===== config.mk =====
export PLATFORM = sky130hd
export DESIGN_NAME = uart_irq_ident
export DESIGN_NICKNAME = d
export VERILOG_FILES = /design/src/rtl/uart_irq_pkg.sv /design/src/rtl/uart_irq_enables.sv /design/src/rtl/uart_irq_edge.sv /design/src/rtl/uart_irq_latch.sv /design/src/rtl/uart_irq_prio.sv /design/src/rtl/uart_irq_ident.sv
export SDC_FILE = /design/constraint.sdc
export NUM_CORES = 1
export LEC_CHECK = 0
export ABC_AREA = 1
export BUFFER_PORTS_ARGS = -buffer_cell sky130_fd_sc_hd__buf_2
export CORE_UTILIZATION = 30
export DETAILED_ROUTE_END_ITERATION = 16
export GPL_ROUTABILITY_DRIVEN = 0
export PLACE_DENSITY = 0.62
export SYNTH_ARGS = -nofsm -noshare
export SYNTH_HDL_FRONTEND = slang
export SYNTH_SLANG_ARGS = --single-unit

===== constraint.sdc =====
create_clock -name clk -period 2.6 [get_ports clk]
set_input_delay 0.52 -clock clk [delete_from_list [all_inputs] [get_ports clk]]
set_output_delay 0.52 -clock clk [all_outputs]
set_load 0.01 [all_outputs]

===== src/rtl/uart_irq_pkg.sv =====
package uart_irq_pkg;

    localparam int NUM_SRC = 7;
    localparam int DATA_W  = 8;

    // ranking: lower value wins
    typedef enum logic [2:0] {
        SRC_LINE  = 3'd0,
        SRC_RXRDY = 3'd1,
        SRC_RXTO  = 3'd2,
        SRC_TXE   = 3'd3,
        SRC_MODEM = 3'd4,
        SRC_XOFF  = 3'd5,
        SRC_FLOW  = 3'd6,
        SRC_NONE  = 3'd7
    } src_e;

    // enable-register bit positions
    localparam int EN_RX   = 0;
    localparam int EN_TX   = 1;
    localparam int EN_LS   = 2;
    localparam int EN_MS   = 3;
    localparam int EN_XOFF = 5;
    localparam int EN_RTS  = 6;
    localparam int EN_CTS  = 7;

    localparam int LOCK_LSB = 4;

endpackage


===== src/rtl/uart_irq_enables.sv =====
module uart_irq_enables #(
    parameter int W        = 8,
    parameter int LOCK_LSB = 4
) (
    input  logic         clk,
    input  logic         rst_n,
    input  logic         wr,
    input  logic [W-1:0] wdata,
    input  logic         unlock,
    output logic [W-1:0] ier
);

    localparam logic [W-1:0] LOW_MASK = {{(W-LOCK_LSB){1'b0}}, {LOCK_LSB{1'b1}}};

    logic [W-1:0] open_mask;

    always_comb begin
        open_mask = unlock ? {W{1'b1}} : LOW_MASK;
    end

    always_ff @(posedge clk or negedge rst_n) begin
        if (!rst_n) begin
            ier <= '0;
        end else if (wr) begin
            ier <= (wdata & open_mask) | (ier & ~open_mask);
        end
    end

endmodule


===== src/rtl/uart_irq_edge.sv =====
module uart_irq_edge #(
    parameter int N = 2
) (
    input  logic         clk,
    input  logic         rst_n,
    input  logic [N-1:0] pin,
    output logic [N-1:0] rise
);

    logic [N-1:0] prev_q;

    always_ff @(posedge clk or negedge rst_n) begin
        if (!rst_n) begin
            prev_q <= '0;
        end else begin
            prev_q <= pin;
        end
    end

    always_comb begin
        rise = pin & ~prev_q;
    end

endmodule


===== src/rtl/uart_irq_latch.sv =====
module uart_irq_latch #(
    parameter int N = 7
) (
    input  logic         clk,
    input  logic         rst_n,
    input  logic [N-1:0] set_i,
    input  logic [N-1:0] clr_i,
    output logic [N-1:0] pend_o
);

    for (genvar i = 0; i < N; i++) begin : g_flag
        always_ff @(posedge clk or negedge rst_n) begin
            if (!rst_n) begin
                pend_o[i] <= 1'b0;
            end else if (set_i[i]) begin
                pend_o[i] <= 1'b1;
            end else if (clr_i[i]) begin
                pend_o[i] <= 1'b0;
            end
        end
    end

endmodule


===== src/rtl/uart_irq_prio.sv =====
module uart_irq_prio
    import uart_irq_pkg::*;
#(
    parameter int N = 7
) (
    input  logic [N-1:0] req,
    output logic [N-1:0] grant,
    output src_e         sel,
    output logic         valid
);

    localparam logic [N-1:0] ONE = {{(N-1){1'b0}}, 1'b1};

    always_comb begin
        grant = req & ~(req - ONE);
        valid = |req;
        sel   = SRC_NONE;
        for (int i = N - 1; i >= 0; i--) begin
            if (req[i]) begin
                sel = src_e'(i);
            end
        end
    end

endmodule


===== src/rtl/uart_irq_ident.sv =====
module uart_irq_ident
    import uart_irq_pkg::*;
(
    input  logic       clk,
    input  logic       rst_n,
    input  logic       ier_wr,
    input  logic [7:0] ier_wdata,
    input  logic       enh_en,
    input  logic       fifo_en,
    input  logic       line_err,
    input  logic       rx_ready,
    input  logic       rx_timeout,
    input  logic       tx_empty,
    input  logic       modem_chg,
    input  logic       xoff_det,
    input  logic       cts_pin,
    input  logic       rts_pin,
    input  logic       isr_rd,
    output logic [7:0] isr_data,
    output logic       irq
);

    logic [DATA_W-1:0]  ier_q;
    logic [1:0]         pin_rise;
    logic [NUM_SRC-1:0] src_en;
    logic [NUM_SRC-1:0] src_set;
    logic [NUM_SRC-1:0] src_clr;
    logic [NUM_SRC-1:0] pend;
    logic [NUM_SRC-1:0] grant;
    src_e               win;
    logic               any;
    logic [5:0]         code;

    uart_irq_enables #(.W(DATA_W), .LOCK_LSB(LOCK_LSB)) u_en (
        .clk    (clk),
        .rst_n  (rst_n),
        .wr     (ier_wr),
        .wdata  (ier_wdata),
        .unlock (enh_en),
        .ier    (ier_q)
    );

    // pin_rise[0]: rts, pin_rise[1]: cts
    uart_irq_edge #(.N(2)) u_edge (
        .clk   (clk),
        .rst_n (rst_n),
        .pin   ({cts_pin, rts_pin}),
        .rise  (pin_rise)
    );

    always_comb begin
        src_en[SRC_LINE]  = ier_q[EN_LS];
        src_en[SRC_RXRDY] = ier_q[EN_RX];
        src_en[SRC_RXTO]  = ier_q[EN_RX];
        src_en[SRC_TXE]   = ier_q[EN_TX];
        src_en[SRC_MODEM] = ier_q[EN_MS];
        src_en[SRC_XOFF]  = ier_q[EN_XOFF];
        src_en[SRC_FLOW]  = ier_q[EN_RTS] | ier_q[EN_CTS];

        src_set[SRC_LINE]  = line_err   & ier_q[EN_LS];
        src_set[SRC_RXRDY] = rx_ready   & ier_q[EN_RX];
        src_set[SRC_RXTO]  = rx_timeout & ier_q[EN_RX];
        src_set[SRC_TXE]   = tx_empty   & ier_q[EN_TX];
        src_set[SRC_MODEM] = modem_chg  & ier_q[EN_MS];
        src_set[SRC_XOFF]  = xoff_det   & ier_q[EN_XOFF];
        src_set[SRC_FLOW]  = (pin_rise[0] & ier_q[EN_RTS]) |
                             (pin_rise[1] & ier_q[EN_CTS]);
    end

    uart_irq_prio #(.N(NUM_SRC)) u_prio (
        .req   (pend & src_en),
        .grant (grant),
        .sel   (win),
        .valid (any)
    );

    always_comb begin
        src_clr = isr_rd ? grant : '0;
    end

    uart_irq_latch #(.N(NUM_SRC)) u_latch (
        .clk    (clk),
        .rst_n  (rst_n),
        .set_i  (src_set),
        .clr_i  (src_clr),
        .pend_o (pend)
    );

    always_comb begin
        unique case (win)
            SRC_LINE:  code = 6'b000110;
            SRC_RXRDY: code = 6'b000100;
            SRC_RXTO:  code = {2'b00, fifo_en, 3'b100};
            SRC_TXE:   code = 6'b000010;
            SRC_MODEM: code = 6'b000000;
            SRC_XOFF:  code = 6'b010000;
            SRC_FLOW:  code = 6'b100000;
            SRC_NONE:  code = 6'b000001;
        endcase
        isr_data = {fifo_en, fifo_en, code};
        irq      = any;
    end

endmodule


### After elaboration in Yosys (flattened, before gate mapping)

Cells that the tools add are included.

| storage, ports and cells | value |
|---|---|
| bits of input ports | 22 |
| flip-flop bits (word level) | 17 |
| word-level logic and storage cells | 69 |
| output and inout port bits | 9 |

| operators by class | value |
|---|---|
| mux-type cells | 24 |
| bitwise logic cells | 19 |
| add/subtract/negate cells | 1 |
| equality and inequality tests | 7 |
| reductions and logical operators | 9 |

Operators with widths:

| cell | number |
|---|---|
| $pmux 6 s8 | 1 |
| $and 8x8->8 | 2 |
| $mux 1 | 15 |
| $and 7x7->7 | 2 |
| $reduce_bool 2->1 | 7 |
| $eq 3x3->1 const B | 4 |
| $mux 3 | 4 |
| $and 1x1->1 | 8 |
| $mux 8 | 1 |
| $not 8->8 | 1 |
| $or 8x8->8 | 1 |
| $mux 7 | 1 |
| $not 7->7 | 1 |
| $reduce_or 7->1 | 1 |
| $sub 7x1->7 const B | 1 |
| $eq 3x2->1 const B | 2 |
| $mux 2 | 2 |
| $eq 3x1->1 const B | 1 |
| $logic_not 3->1 | 1 |
| $and 2x2->2 | 1 |
| $not 2->2 | 1 |
| $or 1x1->1 | 2 |

### Depth between registers and ports, before layout

Gate-level depths: netlist of the first run.

| depth | value |
|---|---|
| word-level depth | 11 |
| mapped depth | 6 |
| gate-level depth less buffers | 6 |

### Modules after synthesis

A second synthesis of the first run with hierarchy kept.

| second synthesis, totals | value |
|---|---|
| cell total of the unflattened synthesis | 162 |
| area, all modules | 1033.5 sq um |

Modules (own cells, without submodules):

| module | cells each | times used | area an instance (sq um) | sequential area each (sq um) |
|---|---|---|---|---|
| uart_irq_enables | 34 | 1 | 315.3 | 200.2 |
| uart_irq_latch | 35 | 1 | 280.3 | 175.2 |
| uart_irq_ident | 59 | 1 | 236.5 | 0.0 |
| uart_irq_prio | 28 | 1 | 131.4 | 0.0 |
| uart_irq_edge | 6 | 1 | 70.1 | 50.0 |

### Worst setup path after synthesis of the first run

Ideal clock, no wire load.

| timing | value |
|---|---|
| path type | register to output |
| start | register u_en.ier[0] |
| end | output port isr_data[4] |
| required time | 2.080 ns |
| slack | 1.079 ns |
| arrival time | 1.001 ns |
| stages on the path, launching flop included | 4 |
| path buffers | 0 |
| path through | dfrtp_1 -> nand2_2 -> nand2_4 -> nor4_1 |

| on the way | value |
|---|---|
| longest elaborated chain between the ends | 6 |
| elaborated cells on any way between the ends | 13 |
| classes of those cells | 7 x eq/ne; 4 x mux; 1 x bitwise; 1 x reduce/logical |

Ends and longest elaborated chain:

| item | RTL line | text |
|---|---|---|
| from (decl) | uart_irq_enables.sv:10 | `output logic [W-1:0] ier` |
| from (signal assigned) | uart_irq_enables.sv:25 | `ier <= (wdata & open_mask) \| (ier & ~open_mask);` |
| $and 7x7->7 (*) | uart_irq_ident.sv:71 | `.req (pend & src_en),` |
| $mux 3 | uart_irq_prio.sv:19 | `if (req[i]) begin` |
| $mux 3 (*) (2 in a row) | uart_irq_prio.sv:19 |  |
| $eq 3x3->1 (tied with other cells) | uart_irq_ident.sv:90 | `unique case (win)` |
| $pmux 6 s8 (*) | uart_irq_ident.sv:90 |  |
| to (decl) | uart_irq_ident.sv:19 | `output logic [7:0] isr_data,` |

Every way passes the cells marked *; elsewhere a longest branch is shown, timed or not.

### Final worst setup path of the first run

| timing | value |
|---|---|
| start | register u_en.ier[0] |
| end | output port irq |

| on the way | value |
|---|---|
| longest elaborated chain between the ends | 2 |

Ends and longest elaborated chain:

| item | RTL line | text |
|---|---|---|
| $and 7x7->7 | uart_irq_ident.sv:71 |  |
| $reduce_or 7->1 | uart_irq_prio.sv:16 | `valid = \|req;` |
| to (decl) | uart_irq_ident.sv:20 | `output logic irq` |

No other way between the ends.

==> impl_metrics.json, run 1 <==
{
  "cp_cell_sequence": "nand2_2, nand2_4, nor2_4, nand2_4, nor2_4, inv_2, buf_2",
  "cts_setup_buffers": 0,
  "syn_nets": 106,
  "dieArea_mm2": 0.00281,
  "path_clk_slew_ns": 0.09,
  "routedWlPerCell_um": 10.1,
  "route.met3.wl_um": 79,
  "syn_to_final_growth_pct": 26.1,
  "max_stage_delay_ns": 0.48,
  "drv_slew": 0,
  "ctsHoldBuffers": 0,
  "crit_required_ns": 2.08,
  "n_antenna_cell": 0,
  "synth_top_area_share_pct": 51.2,
  "combPwrFrac_pct": 25.3,
  "r2r_slack_ns": 1.47,
  "pin_count": 31,
  "yosys_warnings": 0,
  "irDropWorstVdd_mv": 0.266,
  "dr_wl_met2_um": 706,
  "drive_gt1_share_pct": 43.5,
  "yosys.area.top_type": "dfrtp_1",
  "rows": 18,
  "worst-path-stages": 7,
  "intPower_mw": 0.435,
  "rsz0062_at_grt": "false",
  "grt_pass1_vias": 591,
  "drt-met1-wl_um": 662,
  "place_hpwl_um": 1210,
  "setup_viol": 0,
  "rr_endpoint": "u_latch.pend_o[4]$_DFFE_PN0P_",
  "critPathKind": "reg -> out",
  "start_kind": "register",
  "yosysSeqAreaShare_pct": 51.2,
  "coreArea_mm2": 0.00248,
  "overflow": 0,
  "arrival_ns": 1.43,
  "reg2regPathDepth": 6,
  "switching_share_pct": 30.8,
  "p_leak_nw": 0.517,
  "clock-sinks": 16,
  "hold_viol": 0,
  "layout.nets": 138,
  "vias_per_cell": 4.47,
  "cts_tree": "done",
  "synth_seq_cells": 16,
  "outcome": "finished clean",
  "critPathBufInv": 2,
  "cts_buffers": 3,
  "die_w_um": 53.1,
  "clockBufferDepth": 2,
  "slew_headroom_pct": 76.1,
  "drtAntennaViolNets": 0,
  "grt_pass1_wl_um": 2460,
  "fmax_ghz": 0.513,
  "power_mw": 0.628,
  "drt-initial-drc-count": 6,
  "die_y_um": 53.1,
  "fin_crit_sh_pct": 74.9,
  "crit_slowest_cell": "dfrtp_1",
  "cts-root-buf": "clkbuf_4",
  "clk_latency_ns": 0.28,
  "power.density_mw_per_mm2": 637,
  "cp_max_fo": 7,
  "end_kind": "output pin",
  "top_layer": "met4",
  "rr_startpoint": "u_en.ier[0]$_DFFE_PN0P_",
  "wl_um": 1470,
  "cts-htree-levels": 1,
  "grt_antenna_before_repair": 0,
  "syn_area_per_cell_um2": 9.31,
  "first_pass_iters": 4,
  "fin_tns_setup_ns": 0,
  "p_switching_mw": 0.193,
  "finClkSkew_ns": 0.000614,
  "synth_cells": 84,
  "cap_violations": 0,
  "worstMarginPinSlew_ns": 0.359,
  "io_buffer_count": 29,
  "netlist-cell-type-count": 19,
  "hold_class": "in -> async",
  "min_period_ns": 1.95,
  "seqPwrFrac_pct": 49.1,
  "grtUsageTotal_pct": 12.0,
  "grt_max_degree": 17,
  "synth_area_um2": 782,
  "initial_utilization_pct": 31.6,
  "postCtsResizedCells": 0,
  "via_count": 648,
  "p_clk_share_pct": 25.6,
  "synth_area_leaders": "dfrtp_1 51%, nand2_1 11%, mux2_2 7.2%, nand2_2 4.0%, o21ai_0 3.8%",
  "critPathTopFamily": "simple AND/OR/NAND/NOR gates",
  "drc": 0
}
## per-layer routing
metal,GRT usage (%),up-vias
met2,18.4,16
li1,-,331
met4,6.58,0
met3,2.30,2
met5,0,-
met1,15.7,299
## stage by stage
| stage | utilization [%] | worst slack [ns] | hold WS (ns) | std cells | instance area [um^2] |
|---|---|---|---|---|---|
| after CTS | 39.8 | 0.627 | 0.138 | 145 | 986 |
| after global placement | 38.3 | 0.973 | 0.450 | 141 | 950 |
| final | 39.8 | 0.652 | 0.135 | 145 | 986 |
| after global routing | 39.8 | 0.504 | 0.148 | 145 | 986 |
| after detailed placement | 38.3 | 0.959 | 0.456 | 141 | 950 |
| after floorplan | - | 1.08 | 0.224 | 84 | 782 |
## area by class of cell
class,instances,area (um^2)
inverters,8,30.0
well taps,30,37.5
repair buffers,29,145
fillers,261,1490
flip-flops and latches,16,400
multi-input cells,58,337
clock buffers,4,36.3
## how the worst max path moves through the flow
stage | slack, ns | to | from
global placement | 0.97 | isr_data[5] | u_en.ier[0]$_DFFE_PN0P_
floorplan | 1.08 | isr_data[4] | u_en.ier[0]$_DFFE_PN0P_
finish | 0.65 | irq | u_en.ier[0]$_DFFE_PN0P_
detailed placement | 0.96 | irq | u_en.ier[0]$_DFFE_PN0P_
CTS | 0.63 | irq | u_en.ier[0]$_DFFE_PN0P_
global route | 0.50 | isr_data[5] | u_en.ier[0]$_DFFE_PN0P_
## power by group through the flow
stage | logic [mW] | registers [mW] | clock network [mW]
4_1_cts | 0.162 | 0.309 | 0.170
3_3_place_gp | 0.157 | 0.311 | 0
3_5_place_dp | 0.161 | 0.314 | 0
5_1_grt | 0.182 | 0.315 | 0.180
2_1_floorplan | 0.113 | 0.307 | 0
6_report | 0.159 | 0.309 | 0.161
## logic make-up after synthesis
group	share of synthesized area, %
buffers and inverters	5.76
AOI/OAI and AO/OA	5.76
muxes	7.20
DFF	51.2
and+or+nand+nor	30.1
## Yosys cell counts
cell type   n
buf_4       2
nor2_4      2
nand2_1    22
mux2_2      5
inv_2       1
nor4_1      1
nand2_2     5
nor3_2      1
nand3_1     5
a21oi_1     1
nor2_1      4
nand2_4     2
a22o_2      1
dfrtp_1    16
nor3b_1     1
nand3b_1    1
nor3_1      1
o21ai_0     6
inv_1       7
## worst register-to-register path, delay by kind of cell (launching register included)
kind | cells | cell delay [ns]
AND/OR/NAND/NOR | 6 | 0.56
flip-flops | 1 | 0.48
## cell usage in the layout (no fill, tap or decap), types with 2 or more instances in the layout
cell type  instances
inv_1              7
nand2_2            5
nand2_1           22
nor2_1             4
mux2_2             5
nand2_4            2
o21ai_0            6
clkbuf_4           3
buf_2             29
dfrtp_1           16
nor2_4             2
nand3_1            5
Note: power is estimated with default switching activity, not from simulation.
==> run 2, diff against run 1 <==
- clock period: 2.6 -> 1.8 ns (I/O delays scaled with it)
==> impl_metrics.json, run 2 (synthesis results as in run 1) <==
{
  "outcome": "finished clean",
  "hold_viol": 0,
  "cts-htree-levels": 1,
  "wl_um": 1460,
  "layout.nets": 141,
  "path_clk_slew_ns": 0.09,
  "cts_tree": "done",
  "drc": 0,
  "dieArea_mm2": 0.00281,
  "die_y_um": 53.1,
  "drive_gt1_share_pct": 44.4,
  "p_leak_nw": 0.536,
  "reg2regPathDepth": 7,
  "end_kind": "output pin",
  "clk_latency_ns": 0.28,
  "min_period_ns": 1.74,
  "setup_viol": 0,
  "final_common_cell": "buf_2",
  "crit_required_ns": 1.44,
  "place_hpwl_um": 1190,
  "grt_max_degree": 17,
  "rr_startpoint": "u_en.ier[0]$_DFFE_PN0P_",
  "first_pass_iters": 4,
  "hold_class": "in -> reg",
  "grt_antenna_before_repair": 0,
  "routedWlPerCell_um": 9.90,
  "final_util_pct": 41.2,
  "vias_per_cell": 4.42,
  "slew_headroom_pct": 76.4,
  "worstMarginPinSlew_ns": 0.354,
  "dp_cells": 141,
  "fin_crit_sh_pct": 96.5,
  "irDropWorstVdd_mv": 0.332,
  "io_buffer_count": 29,
  "via_count": 650,
  "final_cell_count_no_fill": 147,
  "power.density_mw_per_mm2": 864,
  "drtAntennaViolNets": 0,
  "start_kind": "register",
  "finClkSkew_ns": 0.00478,
  "arrival_ns": 1.38,
  "die_w_um": 53.1,
  "grt_pass1_wl_um": 2370,
  "n_antenna_cell": 0,
  "crit_start": "u_en.ier[0]$_DFFE_PN0P_",
  "initial_utilization_pct": 31.6,
  "drt-initial-drc-count": 7,
  "overflow": 0,
  "rows": 18,
  "cts_buffers": 3,
  "clock-sinks": 16,
  "grt_pass1_vias": 577,
  "fillCellCount": 246,
  "cts-root-buf": "clkbuf_4",
  "pin_count": 31,
  "min_delay_path_depth": 1,
  "cp_max_fo": 7,
  "hp-start": "cts_pin",
  "cap_violations": 0,
  "rsz0062_at_grt": "true",
  "syn_to_final_growth_pct": 30.4,
  "final_cell_mix": "28 x buf_2, 22 x nand2_1, 15 x dfrtp_1",
  "clockBufferDepth": 2,
  "coreArea_mm2": 0.00248,
  "drv_slew": 0,
  "fmax_ghz": 0.576,
  "grtUsageTotal_pct": 12.0,
  "critPathKind": "reg -> out"
}
## run 2: metrics by stage
step                      hold WS [ns]  total power [mW]  worst slack (ns)  instance area, um^2  setup TNS, ns
after global routing             0.175             0.953           -0.0329                 1020        -0.0597
after global placement           0.290             0.677             0.334                  950              0
final                            0.197             0.881            0.0628                 1020              0
after CTS                        0.185             0.874            0.0232                  983              0
after floorplan                 0.0644             0.607             0.439                  782              0
after detailed placement         0.293             0.686             0.316                  950              0
## run 2: report_power, final
group	internal [mW]	leakage [nW]	total (mW)	switching [mW]
registers	0.410	0.175	0.451	0.0402
clock network	0.0775	0.0138	0.179	0.101
logic	0.113	0.347	0.252	0.139
## run 2: timing repair
| action | in CTS | in global routing |
|---|---|---|
| endpoints found under the hold margin | 16 | 0 |
| gates resized for setup | 1 | 4 |
| setup buffers | 0 | 2 |
| hold buffers | 1 | 0 |
| pin swaps | 0 | 1 |
| setup endpoints to repair | 2 | 4 |
## run 2: worst paths after layout
check	to	slack (ns)
worst max-delay path	isr_data[5]	0.06
worst min-delay path	u_edge.prev_q[1]$_DFF_PN0_	0.20
worst max register to register	u_latch.pend_o[4]$_DFFE_PN0P_	0.60
worst min register to register	u_latch.pend_o[4]$_DFFE_PN0P_	0.47
max in group asynchronous	u_en.ier[0]$_DFFE_PN0P_	1.00
min in group asynchronous	u_latch.pend_o[5]$_DFFE_PN0P_	0.51
## run 2: area by class of cell
| type | count | area (um^2) | share of cell area (%) |
|---|---|---|---|
| Sequential cell | 16 | 402 | 39.4 |
| Multi-Input combinational cell | 58 | 352 | 34.5 |
| Timing Repair Buffer | 32 | 176 | 17.3 |
| Tap cell | 30 | 37.5 | 3.68 |
| Inverter | 8 | 30.0 | 2.94 |
| Clock buffer | 3 | 22.5 | 2.21 |
## run 2: layer usage
metal	GRT usage (%)	wire (um)	part of all wire, %
met1	15.0	649	45
met2	18.8	718	49
met3	2.01	69	4.7
met4	7.89	17	1.2
met5	0	0	0
## run 2: worst max-delay path, cell delays in order, from the launching register on
cell and delay [ns]:
dfrtp_2 0.49, nand2_4 0.11, nand2_4 0.05, nor2_4 0.15, nand2_4 0.07, nor3_2 0.09, buf_2 0.14
==> run 3, diff against run 2 <==
--- a/config.mk
+++ b/config.mk
@@ -12,3 +12,4 @@
 export GPL_ROUTABILITY_DRIVEN = 0
-export PLACE_DENSITY = 0.62
+export GPL_TIMING_DRIVEN = 1
+export PLACE_DENSITY = 0.58
 export SYNTH_ARGS = -nofsm -noshare
==> constraint.sdc (replaced) <==
create_clock -name clk -period 1.8 [get_ports clk]
set_input_delay 0.09 -clock clk [delete_from_list [all_inputs] [get_ports clk]]
set_output_delay 0.09 -clock clk [all_outputs]
set_load 0.01 [all_outputs]
==> impl_metrics.json, run 3 (synthesis results as in run 1) <==
{
  "outcome": "finished clean",
  "end_kind": "output pin",
  "rr_startpoint": "u_en.ier[0]$_DFFE_PN0P_",
  "p_clk_share_pct": 26.1,
  "layout.nets": 143,
  "io_buffer_count": 29,
  "fin_tns_setup_ns": 0,
  "fin_crit_sh_pct": 85.1,
  "via_count": 672,
  "wl_um": 1470,
  "min_period_ns": 1.53,
  "power.density_mw_per_mm2": 891,
  "final_util_pct": 41.8,
  "syn_to_final_growth_pct": 32.5,
  "p_leak_nw": 0.538,
  "slew_headroom_pct": 76.2,
  "pin_count": 31,
  "dp_cells": 141,
  "seqPwrFrac_pct": 48.2,
  "grt_pass1_wl_um": 2300,
  "die_y_um": 53.1,
  "rsz0062_at_grt": "false",
  "final_common_cell": "buf_2",
  "routedWlPerCell_um": 9.81,
  "stdcell_area_mm2": 0.00104,
  "crit_start": "u_en.ier[0]$_DFFE_PN0P_",
  "place_hpwl_um": 1180,
  "fillCellCount": 266,
  "grt_antenna_before_repair": 0,
  "switching_share_pct": 31.2,
  "clock-sinks": 16,
  "overflow": 0,
  "placed_area_um2": 950,
  "hold_viol": 0,
  "crit_required_ns": 1.71,
  "cts-htree-levels": 1,
  "cts_setup_buffers": 0,
  "final_cell_count_no_fill": 150,
  "vias_per_cell": 4.48,
  "arrival_ns": 1.44,
  "n_antenna_cell": 0,
  "grtUsageTotal_pct": 11.3,
  "drt-initial-drc-count": 13,
  "finClkSkew_ns": 0.00192,
  "intPower_mw": 0.635,
  "hp-start": "rx_timeout",
  "coreArea_mm2": 0.00248,
  "cap_violations": 0,
  "register_area_um2": 400,
  "grt_pass1_vias": 552,
  "drc": 0,
  "rows": 18,
  "start_kind": "register",
  "cts_buffers": 3,
  "clockBufferDepth": 2,
  "drv_slew": 0,
  "fmax_ghz": 0.653,
  "drtAntennaViolNets": 0,
  "die_w_um": 53.1,
  "hold_class": "in -> reg",
  "grt_max_degree": 17,
  "first_pass_iters": 4,
  "dieArea_mm2": 0.00281,
  "clk_latency_ns": 0.28,
  "cts-root-buf": "clkbuf_4",
  "drive_gt1_share_pct": 41.7,
  "power_mw": 0.923,
  "setup_viol": 0,
  "path_clk_slew_ns": 0.10,
  "worstMarginPinSlew_ns": 0.357,
  "cp_max_fo": 7,
  "cts_tree": "done",
  "initial_utilization_pct": 31.6,
  "multi_input_area_um2": 337,
  "critPathKind": "reg -> out",
  "p_switching_mw": 0.288,
  "combPwrFrac_pct": 25.7,
  "irDropWorstVdd_mv": 0.582,
  "final_cell_mix": "29 x buf_2, 22 x nand2_1, 16 x dfrtp_1"
}
-- run 3: changes by cell type in the layout (fill, tap and decap cells not counted), sizes merged --
cell and delta:
buf -2, clkbuf +1, dlygate4sd3 +4
-- run 3: layout make-up --
cell class	instances	area share, %
clock buffer	4	3.50
inverter	8	2.90
multi-input combinational	58	32.5
sequential	16	38.6
tap	30	3.62
timing repair buffer	34	18.8
-- run 3: stage by stage --
stage,setup slack [ns],hold slack (ns)
global placement,0.605,0.0224
floorplan,0.709,-0.206
finish,0.268,0.00244
global route,0.124,0.00364
detailed placement,0.588,0.0298
CTS,0.259,0.00159
-- run 3: routing by layer --
layer / wire length, um / GRT usage [%]
met5: 0 / 0
met4: 14 / 3.95
met3: 66 / 2.01
met2: 694 / 16.9
met1: 696 / 16.1
-- run 3: final timing paths --
check                      depth (start not counted)                       endpoint  slack (ns)
min                                                3  u_latch.pend_o[2]$_DFFE_PN0P_       0.002
max in group asynchronous                          2                      async pin        1.30
max                                                6                    isr_data[5]        0.27
min in group asynchronous                          2  u_latch.pend_o[1]$_DFFE_PN0P_        0.24
max reg2reg                                        6  u_latch.pend_o[4]$_DFFE_PN0P_        0.65
min reg2reg                                        2  u_latch.pend_o[6]$_DFFE_PN0P_        0.48
-- run 3: what timing repair did --
| item | in CTS | in global routing |
|---|---|---|
| hold buffers | 5 | 0 |
| gates resized for setup | 0 | 0 |
| endpoints found under the hold margin | 20 | 0 |
| endpoints found under the setup margin | 0 | 0 |
-- run 3: power by group through the flow --
stage	clock network [mW]	registers (mW)	logic, mW
3_5_place_dp	0	0.453	0.233
4_1_cts	0.243	0.445	0.242
6_report	0.240	0.445	0.237
3_3_place_gp	0	0.450	0.228
5_1_grt	0.267	0.451	0.266
2_1_floorplan	0	0.444	0.163
-- run 3: worst max-delay path, stage by stage, from the launching register on --
cell and delay [ns]:
dfrtp_1 0.48, nand2_2 0.13, nand2_4 0.07, nor2_4 0.16, nand2_4 0.07, nor3_2 0.10
buf_2 0.14
